===== config.mk =====
export PLATFORM = sky130hd
export DESIGN_NAME = bucket_load_ctrl
export DESIGN_NICKNAME = d
export VERILOG_FILES = /design/src/rtl/blc_pkg.sv /design/src/rtl/blc_bucket.sv /design/src/rtl/blc_thresh.sv /design/src/rtl/blc_seq.sv /design/src/rtl/bucket_load_ctrl.sv
export SDC_FILE = /design/constraint.sdc
export NUM_CORES = 1
export LEC_CHECK = 0
export ABC_CLOCK_PERIOD_IN_PS = 7500
export CAP_MARGIN = 20
export CORE_MARGIN = 3
export CORE_UTILIZATION = 30
export CTS_CLUSTER_DIAMETER = 120
export CTS_CLUSTER_SIZE = 24
export DETAILED_ROUTE_END_ITERATION = 10
export GPL_ROUTABILITY_DRIVEN = 0
export SKIP_LAST_GASP = 1
export SLEW_MARGIN = 10
export SYNTH_ARGS = -nofsm -noshare
export SYNTH_HDL_FRONTEND = slang
export SYNTH_SLANG_ARGS = --single-unit
export TNS_END_PERCENT = 20

===== constraint.sdc =====
create_clock -name clk_i -period 7.5 [get_ports clk_i]
set_input_delay 1.125 -clock clk_i [delete_from_list [all_inputs] [get_ports clk_i]]
set_output_delay 1.125 -clock clk_i [all_outputs]
set_load 0.05 [all_outputs]

===== src/rtl/blc_pkg.sv =====
package blc_pkg;
  typedef enum logic {DIR_UP = 1'b0, DIR_DN = 1'b1} dir_e;
endpackage


===== src/rtl/blc_bucket.sv =====
module blc_bucket #(
  parameter int BW  = 10,
  parameter int EW  = 11,
  parameter int CAP = 1000
) (
  input  logic                 clk_i,
  input  logic                 rst_ni,
  input  logic                 cycle_i,
  input  logic signed [EW-1:0] energy_i,
  output logic [BW-1:0]        level_nxt_o,
  output logic [BW-1:0]        level_q_o
);
  localparam int SW = BW + 2;
  localparam logic signed [SW-1:0] CAP_S = SW'(CAP);
  localparam logic [BW-1:0]        CAP_V = BW'(CAP);

  logic signed [SW-1:0] ext_e, sum;
  logic [BW-1:0] level_q;

  always_comb begin
    ext_e = SW'(energy_i);
    sum   = $signed({2'b00, level_q}) + ext_e;
    if (sum < 0)          level_nxt_o = '0;
    else if (sum > CAP_S) level_nxt_o = CAP_V;
    else                  level_nxt_o = sum[BW-1:0];
  end

  always_ff @(posedge clk_i or negedge rst_ni) begin
    if (!rst_ni)      level_q <= '0;
    else if (cycle_i) level_q <= level_nxt_o;
  end

  assign level_q_o = level_q;
endmodule


===== src/rtl/blc_thresh.sv =====
module blc_thresh #(
  parameter int BW    = 10,
  parameter int NOM   = 600,
  parameter bit UPPER = 1'b1
) (
  input  logic          clk_i,
  input  logic          rst_ni,
  input  logic          cycle_i,
  input  logic [BW-1:0] level_i,
  input  logic          set_i,
  input  logic          clr_i,
  input  logic          track_i,
  output logic [BW-1:0] thr_o
);
  localparam logic [BW-1:0] NOM_V = BW'(NOM);

  logic [BW-1:0] thr_q;

  // outward side of a threshold
  function automatic logic beyond(input logic [BW-1:0] a, input logic [BW-1:0] b);
    return UPPER ? (a > b) : (a < b);
  endfunction

  always_ff @(posedge clk_i or negedge rst_ni) begin
    if (!rst_ni) begin
      thr_q <= NOM_V;
    end else if (cycle_i) begin
      if (set_i)                      thr_q <= level_i;
      else if (clr_i)                 thr_q <= NOM_V;
      else if (track_i) begin
        if (beyond(level_i, thr_q))   thr_q <= level_i;
      end else if (!beyond(level_i, NOM_V)) thr_q <= NOM_V;
    end
  end

  assign thr_o = thr_q;
endmodule


===== src/rtl/blc_seq.sv =====
module blc_seq
  import blc_pkg::*;
#(
  parameter int N_LOADS = 4,
  parameter int HOLD    = 3,
  parameter int BW      = 10,
  localparam int CW     = $clog2(N_LOADS + 1),
  localparam int HW     = $clog2(HOLD + 1),
  localparam int AW     = (N_LOADS > 1) ? $clog2(N_LOADS) : 1
) (
  input  logic               clk_i,
  input  logic               rst_ni,
  input  logic               cycle_i,
  input  logic [BW-1:0]      level_i,
  input  logic [BW-1:0]      hi_i,
  input  logic [BW-1:0]      lo_i,
  output logic               sw_up_o,
  output logic               sw_dn_o,
  output logic               hold_o,
  output dir_e               dir_o,
  output logic [CW-1:0]      cnt_o,
  output logic [AW-1:0]      active_o,
  output logic [N_LOADS-1:0] load_en_o
);
  logic [CW-1:0]      cnt_q;
  logic [HW-1:0]      hold_q;
  dir_e               dir_q;
  logic [AW-1:0]      active_q;
  logic [N_LOADS-1:0] mask, en_q;

  assign hold_o  = (hold_q != '0);
  assign sw_up_o = cycle_i && (cnt_q < CW'(N_LOADS)) && (level_i > hi_i)
                   && !(hold_o && dir_q == DIR_UP);
  assign sw_dn_o = cycle_i && (cnt_q != '0) && (level_i < lo_i)
                   && !(hold_o && dir_q == DIR_DN);

  for (genvar i = 0; i < N_LOADS; i++) begin : g_mask
    assign mask[i] = (cnt_q > CW'(i));
  end

  always_ff @(posedge clk_i or negedge rst_ni) begin
    if (!rst_ni) begin
      cnt_q    <= '0;
      hold_q   <= '0;
      dir_q    <= DIR_UP;
      active_q <= '0;
      en_q     <= '0;
    end else if (cycle_i) begin
      en_q <= mask;  // last pulse's decision takes effect now
      if (sw_up_o) begin
        active_q <= AW'(cnt_q);
        cnt_q    <= cnt_q + CW'(1);
        hold_q   <= HW'(HOLD);
        dir_q    <= DIR_UP;
      end else if (sw_dn_o) begin
        active_q <= AW'(cnt_q - CW'(1));
        cnt_q    <= cnt_q - CW'(1);
        hold_q   <= HW'(HOLD);
        dir_q    <= DIR_DN;
      end else if (hold_o) begin
        hold_q <= hold_q - HW'(1);
      end
    end
  end

  assign dir_o     = dir_q;
  assign cnt_o     = cnt_q;
  assign active_o  = active_q;
  assign load_en_o = en_q;
endmodule


===== src/rtl/bucket_load_ctrl.sv =====
module bucket_load_ctrl
  import blc_pkg::*;
#(
  parameter int N_LOADS = 4,
  parameter int BW      = 10,
  parameter int EW      = 11,
  parameter int CAP     = 1000,
  parameter int THR_HI  = 600,
  parameter int THR_LO  = 400,
  parameter int HOLD    = 3,
  localparam int CW     = $clog2(N_LOADS + 1),
  localparam int AW     = (N_LOADS > 1) ? $clog2(N_LOADS) : 1
) (
  input  logic                 clk_i,
  input  logic                 rst_ni,
  input  logic                 cycle_i,
  input  logic signed [EW-1:0] energy_i,
  output logic [N_LOADS-1:0]   load_en_o
);
  logic [BW-1:0] level_nxt, level_q, thr_hi, thr_lo;
  logic          sw_up, sw_dn, in_hold;
  dir_e          dir;
  logic [CW-1:0] cnt;
  logic [AW-1:0] active;

  blc_bucket #(.BW(BW), .EW(EW), .CAP(CAP)) u_bucket (
    .clk_i, .rst_ni, .cycle_i, .energy_i,
    .level_nxt_o(level_nxt), .level_q_o(level_q)
  );

  blc_thresh #(.BW(BW), .NOM(THR_HI), .UPPER(1'b1)) u_thr_hi (
    .clk_i, .rst_ni, .cycle_i, .level_i(level_nxt),
    .set_i(sw_up), .clr_i(sw_dn), .track_i(in_hold && dir == DIR_UP),
    .thr_o(thr_hi)
  );

  blc_thresh #(.BW(BW), .NOM(THR_LO), .UPPER(1'b0)) u_thr_lo (
    .clk_i, .rst_ni, .cycle_i, .level_i(level_nxt),
    .set_i(sw_dn), .clr_i(sw_up), .track_i(in_hold && dir == DIR_DN),
    .thr_o(thr_lo)
  );

  blc_seq #(.N_LOADS(N_LOADS), .HOLD(HOLD), .BW(BW)) u_seq (
    .clk_i, .rst_ni, .cycle_i, .level_i(level_nxt),
    .hi_i(thr_hi), .lo_i(thr_lo),
    .sw_up_o(sw_up), .sw_dn_o(sw_dn), .hold_o(in_hold), .dir_o(dir),
    .cnt_o(cnt), .active_o(active), .load_en_o(load_en_o)
  );
endmodule


==> results.txt <==
In this run the mean area of a mapped cell was 9.103 sq um. In the routed design, unresolved DRC markers number 0. Of the cells placed in the final design, the portion with a size suffix greater than 1 is 0.1332. The flow ran to the end, and the final reports show no timing, DRC or antenna violations.

The static leakage power came out at 1.623 nW. The largest stage delay on the critical path came out at 0.47 ns. The number of levels in the clock H-tree is 2. In this run the cell area of the synthesized design comes to 3177 sq um. STA classifies the critical path startpoint as an input port. The length of the first detailed-routing pass in iterations is 4. The path with the worst hold slack has its endpoint at u_thr_hi.thr_o[6].

The count of buffers added by post-CTS timing repair for setup came out at 0. The share of flip-flops with an asynchronous set or reset is 1.000. For this design, the CTS-stage hold fixing added 0 buffers. The number of warning messages in the yosys log came out at 0.

Setup repair after global routing left no endpoint under its margin. The data required time of the critical path is 7.68 ns. After synthesis, the cell types taking the most area are dfrtp_1, ha_1, dfstp_2, inv_1, mux2_2. The number of antenna violations at the first check in global routing is 0.

In this run the vertical extent of the chip is 108.9 um. The number of pins exceeding their max-slew limit in the final report came out at 0. The register-to-register setup slack is 2.25 ns. The clock insertion delay at the later pin of the skew report is 0.30 ns. The number of nets with antenna violations after detailed routing is 0. For this block, the initial DRC count from the detailed router was 106. TritonCTS built the clock tree. Based on the critical path, the design can be clocked at up to 161.1 MHz.

The clock drives 40 sinks. The clock slew seen by the registers of the worst setup and hold paths is 0.08 ns. The number of global-route vias before repair was 2676. The cell sitting at the root of the clock tree is a clkbuf_8. The portion of synthesized cell area occupied by the leading cell type came out at 0.2599. In this run, distinct cell masters in the synthesized netlist total 58. The slowest stage of the critical path is the clkdlybuf4s50_1 cell. The via density per instance is 5.212. The headroom to the max-slew limit came out at 0.3170. The shortest period the worst path allows came out at 6.208 ns. After legalization and detailed placement, the total HPWL measured 5.813 mm.

The floorplan has 36 rows. The total I/O pin count is 18. For this run, the share of the core covered by cells in the final layout is 0.3559. Relative to the synthesized area, the layout overhead comes to 12.52%.

inv_1 is the most common cell in the netlist. The number of fill cells is 1014. Among all flip-flop cells after synthesis, the most frequent one is dfrtp_1. The worst ir drop on vdd came out at 0.1863 mV.

The synthesized net count came out at 398. The total instance count after detailed placement came out at 494. In this run the worst hold path is classified as reg -> reg. The hold path depth came out at 2.

The clock skew after layout is 0.009511 ns. The die area came out at 11860 sq um. Entering global routing, the biggest net connects 41 pins. The worst endpoint data arrival time came out at 6.38 ns. The slew at the pin closest to its max-slew limit came out at 1.023 ns. The tool flagged a number of max-cap violations equal to 0.

The launch point of the worst hold path is u_thr_hi.thr_o[6]. The global-route wire length before repair came out at 13.21 mm. In this run the critical register-to-register path is launched from u_bucket.level_q_o[0].

The worst setup path is of the in -> reg kind. The maximum buffer depth of the clock tree is 2. Dividing the detail-routed wire length by the instance count gives 15.16 um.

The dominant cell type by area after synthesis is dfrtp_1. Summing all multi-input logic gate instances after layout gives 1979 sq um. The worst register-to-register path ends at u_thr_hi.thr_o[1]. The width of the die is 108.9 um. Setup violations remaining at the end of the flow were counted as 0.

The sum of overflow across all layers after global routing is 0. In this run the power density over the cells is 492.7 nW/um^2. The core box area came out at 10040 sq um. In the synthesized netlist, the cells that appear most often are inv_1, ha_1, dfrtp_1. The number of buffers created by CTS is 5.

Traced cell by cell, the critical path runs through clkdlybuf4s50_1, ha_1, inv_1, fa_1, nand2b_1, a21oi_2, o32a_1, nand4_1, nor4_4, nand2_1, a31oi_1, ha_1, a21o_1, a21oi_1, o21ai_0, a31oi_1, or4_1, o21ai_0, nor2_1, nor3_1, mux2_4. Adding up every negative setup slack in the final design gives 0 ns. The number of enable flip-flop cells after synthesis came out at 0. The number of hold violations in the final report is 0. The type of element capturing the critical path is a flop. The register bit total from synthesis came out at 40.

Of the available clock period, the critical path in the final layout requires 0.8277. The final antenna diode count came out at 0. The number of gates given a new drive strength after cts came out at 0. After technology mapping, the gate count stands at 349. Across all layers, the routed design uses 2611 vias. After the last flow step, the layout net total stands at 417. Across every metal layer, demand over resource in global routing totals 0.1403. Port buffering added 17 buffers. The post-route non-filler standard cell count is 501. The routed design has 7.595 mm of wire. The area occupied by registers came out at 1010 sq um. The largest fanout on the critical path came out at 13. The number of cells traversed by the worst register-to-register path is 20. The share of the Yosys chip area taken by registers is 0.3178. The effective utilization at floorplan is 0.3163.
## worst max-delay path, delay by kind of cell
family	cells	cell delay (ns)
adders and majority gates	3	0.90
AOI/OAI and AO/OA	8	1.78
muxes	1	0.29
and+or+nand+nor	7	1.76
buffers and inverters	2	0.53
## state kept, by name, indices dropped and copies added, names as in the netlist
| signal | flops |
|---|---|
| u_bucket.level_q_o | 10 |
| u_thr_hi.thr_o | 10 |
| u_thr_lo.thr_o | 10 |
| u_seq.load_en_o | 4 |
| u_seq.cnt_o | 3 |
| u_seq.hold_q | 2 |
| u_seq.dir_o | 1 |
## metal layers
layer  vias up  GRT usage  wire length, um
met5         -          0                0
met4         0    0.05771              193
met3        16    0.02842              351
met2        59     0.2092             3320
met1      1226     0.1972             3730
li1       1310          -                -
## report_power, final
| part | switching [mW] | total (mW) | leakage [nW] | internal, mW |
|---|---|---|---|---|
| Clock | 0.0819 | 0.145 | 0.0400 | 0.0632 |
| Sequential | 0.0528 | 0.375 | 0.482 | 0.322 |
| Combinational | 0.752 | 1.24 | 1.10 | 0.490 |
| Total | 0.886 | 1.76 | 1.62 | 0.875 |
## placed cells by master, fill, tap and decap left out, types with 4 or more instances in the layout
master           synthesis  layout
a211oi_1                 4       4
dfstp_2                  7       7
o211ai_1                 4       4
nor2b_1                  6       6
mux2i_1                  8       8
nor2_1                  28      28
a21oi_2                  5       5
o21ai_0                 14      14
ha_1                    34      34
a32o_1                   6       6
a21oi_1                 19      19
nand3_1                  8       8
nand2_1                 23      23
buf_4                    0       4
inv_1                   38      38
and2_1                   4       4
nor3_1                   7       7
clkbuf_8                 0       5
mux2_2                  10      10
dfrtp_1                 33      33
clkdlybuf4s50_1          0      16
xnor2_1                  4       4
nand4_1                  9       9
a31oi_1                  4       4
nand2b_1                 8       8
or3_1                    4       4
a21o_1                   8       8
## layout make-up
cell class              instances  share of cell area
inverters                      38             0.03990
clock buffers                   5             0.01925
multi-input cells             262              0.5537
repair buffers                 21             0.05460
flip-flops and latches         40              0.2825
well taps                     133             0.04655
clock inverters                 2            0.003500
## metrics by stage
stage	setup WS, ns	power (mW)	hold WS (ns)	area (sq um)
floorplan	2.186	1.328	0.4632	3177
global route	0.6788	1.950	0.5232	3575
finish	1.292	1.761	0.4900	3575
global placement	1.138	1.595	0.4841	3493
detailed placement	1.012	1.616	0.4843	3493
CTS	1.298	1.771	0.4973	3575
## logic make-up after synthesis
family	count (synthesis)	share of synthesized area
compound gates	90	0.2107
xor+xnor	7	0.01930
fa+ha+maj	35	0.1402
buf+inv	47	0.05908
flops	40	0.3178
mux	21	0.07483
simple gates	109	0.1780
## worst max path at each step
stage / startpoint / endpoint / slack [ns] / depth (start not counted)
6_report: energy_i[0] / u_thr_hi.thr_o[1] / 1.29 / 21
3_3_place_gp: energy_i[0] / u_thr_hi.thr_o[1] / 1.14 / 21
4_1_cts: energy_i[0] / u_thr_hi.thr_o[1] / 1.30 / 21
2_1_floorplan: energy_i[0] / u_thr_hi.thr_o[0] / 2.19 / 20
5_1_grt: energy_i[0] / u_thr_hi.thr_o[1] / 0.68 / 21
3_5_place_dp: energy_i[0] / u_thr_hi.thr_o[1] / 1.01 / 21
(Power assumes the default switching activity.)
